### src/rtl/rz_pkg.sv
`timescale 1ns/1ps
package rz_pkg;
   typedef enum logic [1:0] {
      ST_IDLE = 2'd0,
      ST_WAIT = 2'd1,
      ST_RUN  = 2'd2
   } rz_state_e;
endpackage

### src/rtl/rz_cell_timer.sv
`timescale 1ns/1ps
module rz_cell_timer #(
   parameter int CELL_CYCLES = 288,
   parameter int HIGH_CYCLES = 72,
   localparam int CW = $clog2(CELL_CYCLES)
) (
   input  logic          clk,
   input  logic          rst_n,
   input  logic          restart,
   input  logic          run,
   output logic [CW-1:0] cnt,
   output logic          cell_last,
   output logic          win_last
);
   if (HIGH_CYCLES < 1 || HIGH_CYCLES >= CELL_CYCLES) begin : g_bad_window
      $error("HIGH_CYCLES must lie in 1..CELL_CYCLES-1");
   end

   assign cell_last = run && (cnt == CW'(CELL_CYCLES - 1));
   assign win_last  = run && (cnt == CW'(HIGH_CYCLES - 1));

   always_ff @(posedge clk or negedge rst_n) begin
      if (!rst_n)         cnt <= '0;
      else if (restart)   cnt <= '0;
      else if (run)       cnt <= cell_last ? '0 : cnt + CW'(1);
   end

   // the cell counter never leaves its range
   p_cnt_range_r1: assert property (@(posedge clk) disable iff (!rst_n)
      cnt <= CW'(CELL_CYCLES - 1));
   // inside a cell the count advances by exactly one each cycle
   p_cnt_step_r1: assert property (@(posedge clk) disable iff (!rst_n)
      (run && !cell_last && !restart) |=> (cnt == $past(cnt) + CW'(1)));
endmodule

### src/rtl/rz_check_gen.sv
`timescale 1ns/1ps
module rz_check_gen #(
   parameter int DATA_W = 8,
   parameter int LANES  = 2,
   localparam int LPW = (LANES > 1) ? $clog2(LANES) : 1
) (
   input  logic                          clk,
   input  logic                          rst_n,
   input  logic                          clr,
   input  logic                          upd,
   input  logic [DATA_W-1:0]             din,
   output logic [LANES-1:0][DATA_W-1:0]  chk
);
   if (LANES < 1) begin : g_bad_lanes
      $error("LANES must be at least 1");
   end

   logic [LPW-1:0] ptr;

   if (LANES == 1) begin : g_single
      assign ptr = '0;
   end else begin : g_rotate
      logic [LPW-1:0] ptr_q;
      always_ff @(posedge clk or negedge rst_n) begin
         if (!rst_n)    ptr_q <= '0;
         else if (clr)  ptr_q <= '0;
         else if (upd)  ptr_q <= (ptr_q == LPW'(LANES - 1)) ? '0 : ptr_q + LPW'(1);
      end
      assign ptr = ptr_q;
   end

   for (genvar l = 0; l < LANES; l++) begin : g_lane
      logic [DATA_W-1:0] acc_q;
      always_ff @(posedge clk or negedge rst_n) begin
         if (!rst_n)                           acc_q <= '0;
         else if (clr)                         acc_q <= '0;
         else if (upd && ptr == LPW'(l))       acc_q <= acc_q ^ din;
      end
      assign chk[l] = acc_q;
   end

   // a clear empties every check lane
   p_clear_r4: assert property (@(posedge clk) disable iff (!rst_n)
      clr |=> (chk == '0));
endmodule

### src/rtl/rz_pulse_serializer.sv
`timescale 1ns/1ps
module rz_pulse_serializer #(
   parameter int DATA_W      = 8,
   parameter int CELL_CYCLES = 288,
   parameter int HIGH_CYCLES = 72,
   parameter int NUM_BYTES   = 402,
   parameter int CHECK_LANES = 2
) (
   input  logic              clk,
   input  logic              rst_n,
   input  logic              start,
   input  logic [DATA_W-1:0] in_data,
   input  logic              in_valid,
   output logic              in_ready,
   output logic              line_out,
   output logic              busy,
   output logic              done,
   output logic              underrun
);
   import rz_pkg::*;

   localparam int TOTAL = NUM_BYTES + CHECK_LANES;
   localparam int IW    = $clog2(TOTAL + 1);
   localparam int BW    = $clog2(DATA_W);
   localparam int CW    = $clog2(CELL_CYCLES);
   localparam logic [IW-1:0] LAST_PAY = IW'(NUM_BYTES - 1);

   if (DATA_W < 2 || NUM_BYTES < 1) begin : g_bad_sizes
      $error("DATA_W must be at least 2 and NUM_BYTES at least 1");
   end

   rz_state_e          state;
   logic [DATA_W-1:0]  sh, nxt, pay_byte, chk_byte, new_byte;
   logic [BW-1:0]      bit_idx;
   logic [IW-1:0]      byte_idx, nb, lane_idx;
   logic               nxt_full, line_q, done_q, urun_q;
   logic               go, accept, first_load, boundary, pay_load, finish;
   logic               cell_last, win_last;
   logic [CW-1:0]      tm_cnt;
   logic [CHECK_LANES-1:0][DATA_W-1:0] chk;

   assign go         = (state == ST_IDLE) && start;
   assign in_ready   = !nxt_full && ((state == ST_WAIT) ||
                       ((state == ST_RUN) && (byte_idx < LAST_PAY)));
   assign accept     = in_valid && in_ready;
   assign first_load = (state == ST_WAIT) && nxt_full;
   assign boundary   = (state == ST_RUN) && cell_last && (bit_idx == '0);
   assign nb         = byte_idx + IW'(1);
   assign pay_load   = boundary && (byte_idx < LAST_PAY);
   assign finish     = boundary && (nb == IW'(TOTAL));
   assign lane_idx   = nb - IW'(NUM_BYTES);
   assign pay_byte   = nxt_full ? nxt : '0;

   always_comb begin
      chk_byte = '0;
      for (int l = 0; l < CHECK_LANES; l++)
         if (lane_idx == IW'(l)) chk_byte = chk[l];
      new_byte = pay_load ? pay_byte : chk_byte;
   end

   rz_cell_timer #(.CELL_CYCLES(CELL_CYCLES), .HIGH_CYCLES(HIGH_CYCLES)) u_timer (
      .clk(clk), .rst_n(rst_n), .restart(first_load), .run(state == ST_RUN),
      .cnt(tm_cnt), .cell_last(cell_last), .win_last(win_last));

   rz_check_gen #(.DATA_W(DATA_W), .LANES(CHECK_LANES)) u_check (
      .clk(clk), .rst_n(rst_n), .clr(go), .upd(first_load || pay_load),
      .din(pay_byte), .chk(chk));

   always_ff @(posedge clk or negedge rst_n) begin
      if (!rst_n) begin
         state    <= ST_IDLE;
         sh       <= '0;
         nxt      <= '0;
         nxt_full <= 1'b0;
         bit_idx  <= '0;
         byte_idx <= '0;
         line_q   <= 1'b0;
         done_q   <= 1'b0;
         urun_q   <= 1'b0;
      end else begin
         done_q <= 1'b0;
         case (state)
            ST_IDLE: if (start) begin
               state    <= ST_WAIT;
               nxt_full <= 1'b0;
               urun_q   <= 1'b0;
            end
            ST_WAIT: if (nxt_full) begin
               state    <= ST_RUN;
               sh       <= nxt;
               nxt_full <= 1'b0;
               bit_idx  <= BW'(DATA_W - 1);
               byte_idx <= '0;
               line_q   <= nxt[DATA_W-1];
            end
            ST_RUN: if (cell_last) begin
               if (bit_idx != '0) begin
                  sh      <= {sh[DATA_W-2:0], sh[DATA_W-1]};
                  bit_idx <= bit_idx - BW'(1);
                  line_q  <= sh[DATA_W-2];
               end else if (finish) begin
                  state  <= ST_IDLE;
                  done_q <= 1'b1;
                  line_q <= 1'b0;
               end else begin
                  sh       <= new_byte;
                  bit_idx  <= BW'(DATA_W - 1);
                  byte_idx <= nb;
                  line_q   <= new_byte[DATA_W-1];
                  if (pay_load) begin
                     nxt_full <= 1'b0;
                     if (!nxt_full) urun_q <= 1'b1;
                  end
               end
            end else if (win_last) begin
               line_q <= 1'b0;
            end
            default: state <= ST_IDLE;
         endcase
         if (accept) begin
            nxt      <= in_data;
            nxt_full <= 1'b1;
         end
      end
   end

   assign line_out = line_q;
   assign busy     = (state != ST_IDLE);
   assign done     = done_q;
   assign underrun = urun_q;

   // the line is only ever high inside the data window of a running cell
   p_line_window_r2: assert property (@(posedge clk) disable iff (!rst_n)
      line_out |-> (busy && tm_cnt < CW'(HIGH_CYCLES)));
   // bytes are only taken during a transfer
   p_ready_busy_r5: assert property (@(posedge clk) disable iff (!rst_n)
      in_ready |-> busy);
   // the underrun flag holds until a new transfer opens
   p_underrun_sticky_r6: assert property (@(posedge clk) disable iff (!rst_n)
      (underrun && !go) |=> underrun);
   // done is a single-cycle pulse seen only once idle
   p_done_pulse_r7: assert property (@(posedge clk) disable iff (!rst_n)
      done |=> !done);
   p_done_idle_r7: assert property (@(posedge clk) disable iff (!rst_n)
      done |-> !busy);
   // a start while busy cannot end the transfer
   p_start_ignored_r8: assert property (@(posedge clk) disable iff (!rst_n)
      (start && busy && !(cell_last && finish)) |=> busy);
endmodule

### config.mk
export PLATFORM = sky130hd
export DESIGN_NAME = rz_pulse_serializer
export DESIGN_NICKNAME = d
export VERILOG_FILES = /design/src/rtl/rz_pkg.sv /design/src/rtl/rz_cell_timer.sv /design/src/rtl/rz_check_gen.sv /design/src/rtl/rz_pulse_serializer.sv
export SDC_FILE = /design/constraint.sdc
export NUM_CORES = 1
export LEC_CHECK = 0
export BUFFER_PORTS_ARGS = -buffer_cell sky130_fd_sc_hd__buf_2
export CAP_MARGIN = 20
export CORE_ASPECT_RATIO = 0.9
export CORE_MARGIN = 2
export CORE_UTILIZATION = 30
export CTS_BUF_LIST = sky130_fd_sc_hd__clkbuf_16
export DETAILED_ROUTE_END_ITERATION = 7
export GPL_ROUTABILITY_DRIVEN = 0
export SYNTH_ARGS = -nofsm -noshare
export SYNTH_HDL_FRONTEND = slang
export SYNTH_SLANG_ARGS = --single-unit
### constraint.sdc
create_clock -name clk -period 2.46 [get_ports clk]
set_clock_uncertainty 0.15 [all_clocks]
set_input_delay 0 -clock clk [delete_from_list [all_inputs] [get_ports clk]]
set_output_delay 0 -clock clk [all_outputs]
set_load 0.01 [all_outputs]
* After elaboration in Yosys (flattened, before gate mapping)
Cells that the tools add are included.
** Operators by class
- Add/sub/neg operators :: 5
- Magnitude comparators :: 1
- Eq/ne operators :: 21
- Mux-type cells :: 58
- Bitwise gates (word level) :: 3
- Reduce and logical (&&, ||, !) cells :: 34
** Operator list (count)
- two-way mux 8 bit :: 12
- two-way mux 9 bit :: 7
- two-way mux 1 bit :: 23
- != test 3 bit, second input constant :: 7
- adder 9 x 1 -> 9 bit, second input constant :: 2
- equality test 9 bit, second input constant :: 2
- case mux 9 bit (2 select lines) :: 1
- != test 2 bit, second input constant :: 8
- case mux 8 bit (2 select lines) :: 1
- XOR 8 bit :: 2
- nonzero test 2 bit :: 7
- logical AND 1 bit :: 13
- two-way mux 3 bit :: 4
- two-way mux 2 bit :: 5
- AND reduction 5 bit :: 2
- equality test 9 x 1 -> 1 bit, second input constant :: 1
- equality test 9 x 7 -> 1 bit, second input constant :: 1
- zero test 9 bit :: 1
- < comparator 9 bit, second input constant :: 1
- subtractor 9 bit, second input constant :: 1
- AND reduction 7 bit :: 1
- case mux 2 bit (3 select lines) :: 1
- case mux 3 bit (2 select lines) :: 1
- AND reduction 6 bit :: 1
- 15 further kinds :: 17
** Storage, ports and cells
- Bits in registers :: 60
- Input bits :: 12
- Output and inout bits :: 5
- Word-level logic and storage cells :: 135

* Logic depth before layout (Yosys ltp)
Gate-level depths: netlist (run 1).
- Depth after elaboration :: 11
- Depth in mapped cells :: 12
- Mapped depth without buffers :: 10

* Hierarchy
Synthesis (run 1) repeated with hierarchy kept, for this count alone.
** Second synthesis, totals
- Cells, all modules :: 458
- Area, all modules :: 4195.3 um^2
** Modules (own cells, without submodules)
- rz_pulse_serializer :: instances 1, cells an instance 314, area an instance 2680.1 um^2, seq. area each 850.8 um^2
- rz_check_gen :: instances 1, cells an instance 89, area an instance 980.9 um^2, seq. area each 425.4 um^2
- rz_cell_timer :: instances 1, cells an instance 55, area an instance 534.3 um^2, seq. area each 225.2 um^2

* Least setup slack after synthesis (run 1)
OpenSTA, ideal clock, no wires.
- Path type :: reg-to-reg
- Start point :: reg byte_idx[0]
- End point :: reg sh[0]
- Library setup time :: 135 ps
- Arrival :: 2379 ps
- Data required time :: 2175 ps
- Path slack :: -204 ps
- Stages on the path, launching flop included :: 12
- Path buffers :: 1
- Period minus slack after synthesis :: 2664 ps
- Path through :: dfrtp_1 clkbuf_1 inv_1 ha_1 nor3b_1 o21bai_1 a32oi_1 o21a_1 o21ai_1 nor2_1 nand3b_1 o211ai_1
** On the way
- Word-level cells in the longest chain between the ends :: 10
- Elaborated cells between the ends (all ways) :: 17
- Those cells by class :: add/sub (2); order compare (1); eq/ne (3); mux (7); reduce/logical (4)
** Ends and longest elaborated chain
- from (decl) :: line rz_pulse_serializer.sv:35 : logic [IW-1:0] byte_idx, nb, lane_idx;
- from (signal assigned) :: line rz_pulse_serializer.sv:108 : byte_idx <= nb;
- adder 9 x 1 -> 9 bit :: line rz_pulse_serializer.sv:48 : assign nb = byte_idx + IW'(1);
- subtractor 9 bit :: line rz_pulse_serializer.sv:51 : assign lane_idx = nb - IW'(NUM_BYTES);
- zero test 9 bit :: line rz_pulse_serializer.sv:57 : if (lane_idx == IW'(l)) chk_byte = chk[l];
- two-way mux 8 bit (2 in a row) :: line rz_pulse_serializer.sv:57
- two-way mux 8 bit :: line rz_pulse_serializer.sv:58 : new_byte = pay_load ? pay_byte : chk_byte;
- two-way mux 8 bit :: line rz_pulse_serializer.sv:101 : end else if (finish) begin
- two-way mux 8 bit :: line rz_pulse_serializer.sv:97 : if (bit_idx != '0) begin
- two-way mux 8 bit :: line rz_pulse_serializer.sv:96 : ST_RUN: if (cell_last) begin
- case mux 8 bit (2 select lines) :: line rz_pulse_serializer.sv:82 : case (state)
- to (signal assigned) :: line rz_pulse_serializer.sv:90 : sh <= nxt;
- to (signal assigned) :: line rz_pulse_serializer.sv:98 : sh <= {sh[DATA_W-2:0], sh[DATA_W-1]};
- to (signal assigned) :: line rz_pulse_serializer.sv:106 : sh <= new_byte;
- to (decl) :: line rz_pulse_serializer.sv:33 : logic [DATA_W-1:0] sh, nxt, pay_byte, chk_byte, new_byte;
Parallel ways exist; a longest one is shown, timed or not. The select of a mux whose other input is x is not followed.
A chain may end at the register's enable or synchronous reset.

* Final worst setup path (run 1)
- Start point :: reg byte_idx[0]
- End point :: reg byte_idx[6]
** On the way
- Word-level cells in the longest chain between the ends :: 5
- Elaborated cells between the ends (all ways) :: 9
- Those cells by class :: add/sub (1); eq/ne (2); mux (4); reduce/logical (2)
** Ends and longest elaborated chain (line)
- adder 9 x 1 -> 9 bit (*) :: rz_pulse_serializer.sv:48
- equality test 9 bit or two-way mux 9 bit (tied branches) :: rz_pulse_serializer.sv:50, rz_pulse_serializer.sv:101
- logical AND 1 bit or two-way mux 9 bit (tied branches) :: rz_pulse_serializer.sv:50, rz_pulse_serializer.sv:97
- != test 2 bit (no line) or two-way mux 9 bit (tied branches)
- AND reduction 5 bit (no line) or case mux 9 bit (2 select lines) (tied branches)
Every way passes the cells marked *; elsewhere a longest branch is shown, timed or not. The select of a mux whose other input is x is not followed.

==> results of run 1 <==
[final cells by class]
type                            count  area share
Tap cell                          160      0.0409
Clock inverter                      7      0.0169
Timing Repair Buffer               83       0.130
Inverter                           10     0.00767
Multi-Input combinational cell    331       0.451
Sequential cell                    60       0.308
Clock buffer                        9      0.0460
[worst max-delay path, stage by stage, from the launching register on]
cell and delay (ns):
dfrtp_2 0.44, buf_4 0.17, and3_1 0.23, xnor2_1 0.16, a2bb2oi_2 0.20, or4_4 0.57, o21ai_4 0.21, buf_4 0.15
nor2_2 0.03, o21ai_2 0.10, o31ai_1 0.07
[logic make-up after synthesis]
group | Yosys count
AND/OR/NAND/NOR | 189
AO/OA/AOI/OAI | 101
flip-flops | 60
buffers and inverters | 33
XOR/XNOR | 23
multiplexers | 9
adder cells (fa/ha/maj) | 8
[routing by layer]
metal	share of wire	vias to the layer above	global-route usage	routed length (um)
met5	0	-	0	0
met4	0.020	0	0.0739	197
met3	0.038	18	0.0406	383
met2	0.47	83	0.255	4720
met1	0.47	1646	0.208	4660
li1	-	1647	-	-
[flip-flops by register name (all words and copies together), names as in the netlist]
signal                  cells
line_out                    1
nxt                         8
u_timer.cnt                 9
sh                          8
state                       2
u_check.g_lane.acc_q       16
underrun                    1
u_check.g_rotate.ptr_q      1
nxt_full                    1
bit_idx                     3
byte_idx                    9
done                        1
[layout by cell type, fill, tap and decap left out, drive strengths merged, types with 9 or more instances in the layout]
cell type	Yosys	layout
nand3	20	20
nand2	64	64
xnor2	14	14
o21ai	49	49
a21oi	12	12
buf	8	72
clkbuf	15	9
inv	10	11
and3	17	17
nor3	15	15
dlygate4sd3	0	11
dfrtp	60	60
xor2	9	9
nor2	40	40
[how the worst max path moves through the flow]
stage / start / to / cells after the start
finish: byte_idx[0]$_DFFE_PN0P_ / byte_idx[6]$_DFFE_PN0P_ / 10
global route: u_timer.cnt[7]$_DFFE_PN0P_ / byte_idx[6]$_DFFE_PN0P_ / 9
CTS: byte_idx[0]$_DFFE_PN0P_ / byte_idx[3]$_DFFE_PN0P_ / 9
detailed placement: byte_idx[0]$_DFFE_PN0P_ / sh[0]$_DFFE_PN0P_ / 10
global placement: u_timer.cnt[5]$_DFFE_PN0P_ / sh[0]$_DFFE_PN0P_ / 9
floorplan: u_timer.cnt[5]$_DFFE_PN0P_ / byte_idx[6]$_DFFE_PN0P_ / 10
[stage by stage]
stage	TNS [ns]	util	setup slack, ns	cell area (um2)
floorplan	-1.48	-	-0.165	3660
finish	-0.725	0.408	-0.136	4890
global route	-3.36	0.408	-0.241	4890
CTS	-0.209	0.388	-0.0394	4650
detailed placement	-3.71	0.349	-0.203	4180
global placement	-2.73	0.349	-0.193	4180
[what timing repair did]
item,in CTS,in global routing
endpoints found under the setup margin,37,45
gates cloned,0,1
hold buffers,11,0
hold endpoints to repair,38,0
buffers inserted,4,4
pin swaps,5,20
gates resized for setup,7,57
[power breakdown]
| part | leakage (uW) | switching, uW | internal, uW | total [uW] |
|---|---|---|---|---|
| Sequential | 0.000768 | 231 | 1250 | 1480 |
| Clock | 0.000149 | 452 | 871 | 1320 |
| Combinational | 0.00109 | 673 | 547 | 1220 |
| Total | 0.00201 | 1360 | 2670 | 4020 |
==> results.cfg, run 1 <==
[timing]
hold_violations = 0
whs_ns = 0.0871
setup_viol = 15
finalMaxSlewViolations = 0
rsz0062_at_grt = true
relSlewSlack = 0.545
fin_ws_ns = -0.136
period_share = 1.06
worst_pin_slew_ns = 0.683
clock.fmax_ghz = 0.385
finalCriticalPeriod_ns = 2.60

[clock_network]
cts_buffers = 9
clock_sinks = 60
cts_root_buf = clkbuf_16
h-tree-depth = 3
clockBufferDepth = 2
insertion_delay_ns = 0.34
cts_tree = built
path_clk_slew_ns = 0.05

[final_layout]
nets = 515
area_delta_synth_final_pct = 34.1
drive_gt1_frac = 0.312
fillers = 1212
multi_input_area_mm2 = 0.00221
layout.cells.non_filler = 660
final-seq-area_mm2 = 0.00151
antenna_cells = 0

[place]
dp_cells = 625
dp_hpwl_mm = 6.78
io_buffer_count = 16

[critical_path]
r2r_cells = 10
rr_endpoint = byte_idx[6]$_DFFE_PN0P_
crit_type = register to register
worstSetupEndpointType = register
worstPathArrival_ns = 2.66
critPathRequiredTime_ns = 2.53
crit_fanout = 8
r2r-start = byte_idx[0]$_DFFE_PN0P_
reg2reg_slack_ns = -0.14
start_kind = register

[global_route]
grt_usage = 0.161
grt_pass1_wl_mm = 16.4
grt_pass1_vias = 3393
grt.overflow.total = 0
grt_max_degree = 33
antenna_found_initial = 0

[logic_synthesis]
avgSynthCellArea_um2 = 8.62
synth_cells = 423
ys_ff_latch = 60
synth_adder_area_share = 0.0274
synth_area_mm2 = 0.00365
synthXorXnorAreaFrac = 0.0552
synth_commonest_cells = nand2_1 (63), dfrtp_1 (60), o21ai_0 (42)
synth_compound_area_frac = 0.174
yosysMostFrequentCell = nand2_1
synth-simple-area-share = 0.257
synth_top_area_cell = dfrtp_1
netlist_top_cells_area = dfrtp_1 (41%), nand2_1 (6.5%), o21ai_0 (5.8%)
syn_nets = 443
synth_top_family_by_area = simple AND/OR/NAND/NOR gates
synth-async-reset-ratio = 1.00
yosys_warnings = 0
synth.distinct_cells = 60
synth_mux_area_frac = 0.0274
synth-edff-count = 0
ys_seq_area_frac = 0.412
ys.flop_type = dfrtp_1
yosysTopAreaCellShare = 0.412

[outcome]
violations = negative setup slack
status = complete, but fails checks

[routing]
postRouteAntennaNets = 0
first_pass_iters = 4
drt_iter0_drc = 171
drt-total-wl_mm = 9.96
drt-vias-per-instance = 5.14
num_vias = 3394
wl_per_cell_um = 15.1
drcViolationCount = 0

[power]
p_leak_uw = 0.00201
ir_worst_vdd_mv = 0.483
powerDensity_mw_per_mm2 = 823
power.total_uw = 4020

[floorplan]
die_y_um = 109
row_count = 38
dieArea_mm2 = 0.0131
start_util = 0.304
core_area_mm2 = 0.0120
die_w_um = 120
ios = 17

[flow_run]
cap_viol_max_count = 0

[worst_hold_path]
hold_class = input pin to async pin
(Power assumes the default switching activity.)
==> run 2: changes to the inputs <==
CORE_UTILIZATION = 56   (was 30)
PLACE_DENSITY = 0.77   (was unset)
==> results.cfg, run 2 (synthesized netlist as in run 1, its figures left out) <==
[outcome]
status = complete, but fails checks
violations = negative setup slack

[timing]
finalCriticalPeriod_ns = 2.62
clock.fmax_ghz = 0.382
relSlewSlack = 0.588
rsz0062_at_grt = true
setup_viol = 24
worst_pin_slew_ns = 0.616
fin_ws_ns = -0.155
finalMaxSlewViolations = 0
hold_violations = 0
whs_ns = 0.0268
period_share = 1.06

[final_layout]
design_area_mm2 = 0.00489
largest-register = u_check.g_lane.acc_q
drive_gt1_frac = 0.321
area_delta_synth_final_pct = 34.1
reg_top3 = u_check.g_lane.acc_q: 16 flops, byte_idx: 9 flops, u_timer.cnt: 9 flops
final_cell_mix = nand2_1 (62), dfrtp_1 (57), buf_4 (46)
layout_commonest_cell = nand2_1
nets = 513
antenna_cells = 0
fillers = 430
largest_register_ffs = 16

[routing]
postRouteAntennaNets = 0
drt-total-wl_mm = 10.8
first_pass_iters = 6
drt_iter0_drc = 327
drcViolationCount = 0
wl_per_cell_um = 18.4
num_vias = 3647
drt-vias-per-instance = 6.23

[floorplan]
die_w_um = 89.1
row_count = 27
core_area_mm2 = 0.00622
ios = 17
start_util = 0.587
dieArea_mm2 = 0.00718
die_y_um = 80.6

[place]
dp_hpwl_mm = 6.48
io_buffer_count = 16
placed_cell_area_mm2 = 0.00408

[power]
p_comb_frac = 0.300
power_frac_seq = 0.359
intPower_uw = 2780
powerDensity_mw_per_mm2 = 850
ir_worst_vdd_mv = 0.738
p_switching_uw = 1380
p_clk_frac = 0.342
power.total_uw = 4160
swShare = 0.332
p_leak_uw = 0.00208

[clock_network]
clockBufferDepth = 2
path_clk_slew_ns = 0.06
insertion_delay_ns = 0.33
cts_root_buf = clkbuf_16
cts_buffers = 9
cts_tree = built
clock_sinks = 60
h-tree-depth = 3

[critical_path]
start_kind = register
crit_type = register to register
worstSetupEndpointType = register
critPathRequiredTime_ns = 2.52
r2r-start = byte_idx[1]$_DFFE_PN0P_
setup.worst_path.start = byte_idx[1]$_DFFE_PN0P_
worstPathArrival_ns = 2.67
crit_fanout = 7

[global_route]
grt_pass1_vias = 3523
grt.overflow.total = 0
antenna_found_initial = 0
grt_pass1_wl_mm = 16.5
grt_max_degree = 23
grt_usage = 0.301

[flow_run]
cap_viol_max_count = 0

[worst_hold_path]
hold_class = input pin to async pin
==> run 2: worst max-delay path, stage by stage, from the launching register on <==
cell and delay [ns]:
dfrtp_2 0.42, ha_4 0.17, and3_2 0.26, nand4_1 0.15
a2bb2oi_2 0.19, or4_4 0.57, o21ai_4 0.27, nor2_1 0.10
o21ai_1 0.13, o31ai_1 0.08
==> run 2: final timing paths <==
path / to / slack, ns / cells past startpoint
worst max-delay path: byte_idx[2]$_DFFE_PN0P_ / -0.16 / 9
worst min-delay path: u_timer.cnt[3]$_DFFE_PN0P_ / 0.03 / 2
worst max register to register: byte_idx[2]$_DFFE_PN0P_ / -0.16 / 9
worst min register to register: bit_idx[2]$_DFFE_PN0P_ / 0.37 / 1
max in group asynchronous: nxt[2]$_DFFE_PN0P_ / 1.45 / 3
min in group clk: nxt[5]$_DFFE_PN0P_ / 0.28 / 3
==> run 2: final cells by class <==
class / count / area, um2 / share of cell area
Clock inverter: 7 / 106 / 0.0217
Tap cell: 87 / 109 / 0.0223
Timing Repair Buffer: 82 / 654 / 0.134
Sequential cell: 60 / 1510 / 0.308
Multi-Input combinational cell: 330 / 2250 / 0.461
Clock buffer: 9 / 225 / 0.0460
Inverter: 10 / 37.5 / 0.00767
==> run 2: through the flow <==
step / TNS [ns] / setup WS (ns) / utilization / instances
floorplan: -1.48 / -0.165 / - / 423
global placement: -1.19 / -0.142 / 0.657 / 549
detailed placement: -2.56 / -0.218 / 0.657 / 549
CTS: -0.472 / -0.0632 / 0.748 / 582
global route: -3.30 / -0.230 / 0.787 / 585
finish: -1.40 / -0.155 / 0.787 / 585
==> run 2: timing repair <==
item / in CTS / in global routing
endpoints found under the hold margin: 70 / 0
pin swaps: 11 / 13
hold buffers: 11 / 0
gates resized for setup: 26 / 50
endpoints found under the setup margin: 36 / 37
buffers inserted: 6 / 3
==> run 2: per-layer routing <==
layer,GRT usage,part of all wire,up-vias
li1,-,-,1649
met1,0.365,0.40,1758
met2,0.506,0.50,189
met3,0.0812,0.069,51
met4,0.115,0.031,0
met5,0,0,-
==> run 2: power by group through the flow <==
stage	sequential [uW]	combinational [uW]	clock, uW
after floorplan	1410	784	0
final	1490	1250	1420
after global routing	1520	1370	1470
after CTS	1470	1180	1420
after global placement	1470	1110	0
after detailed placement	1480	1140	0
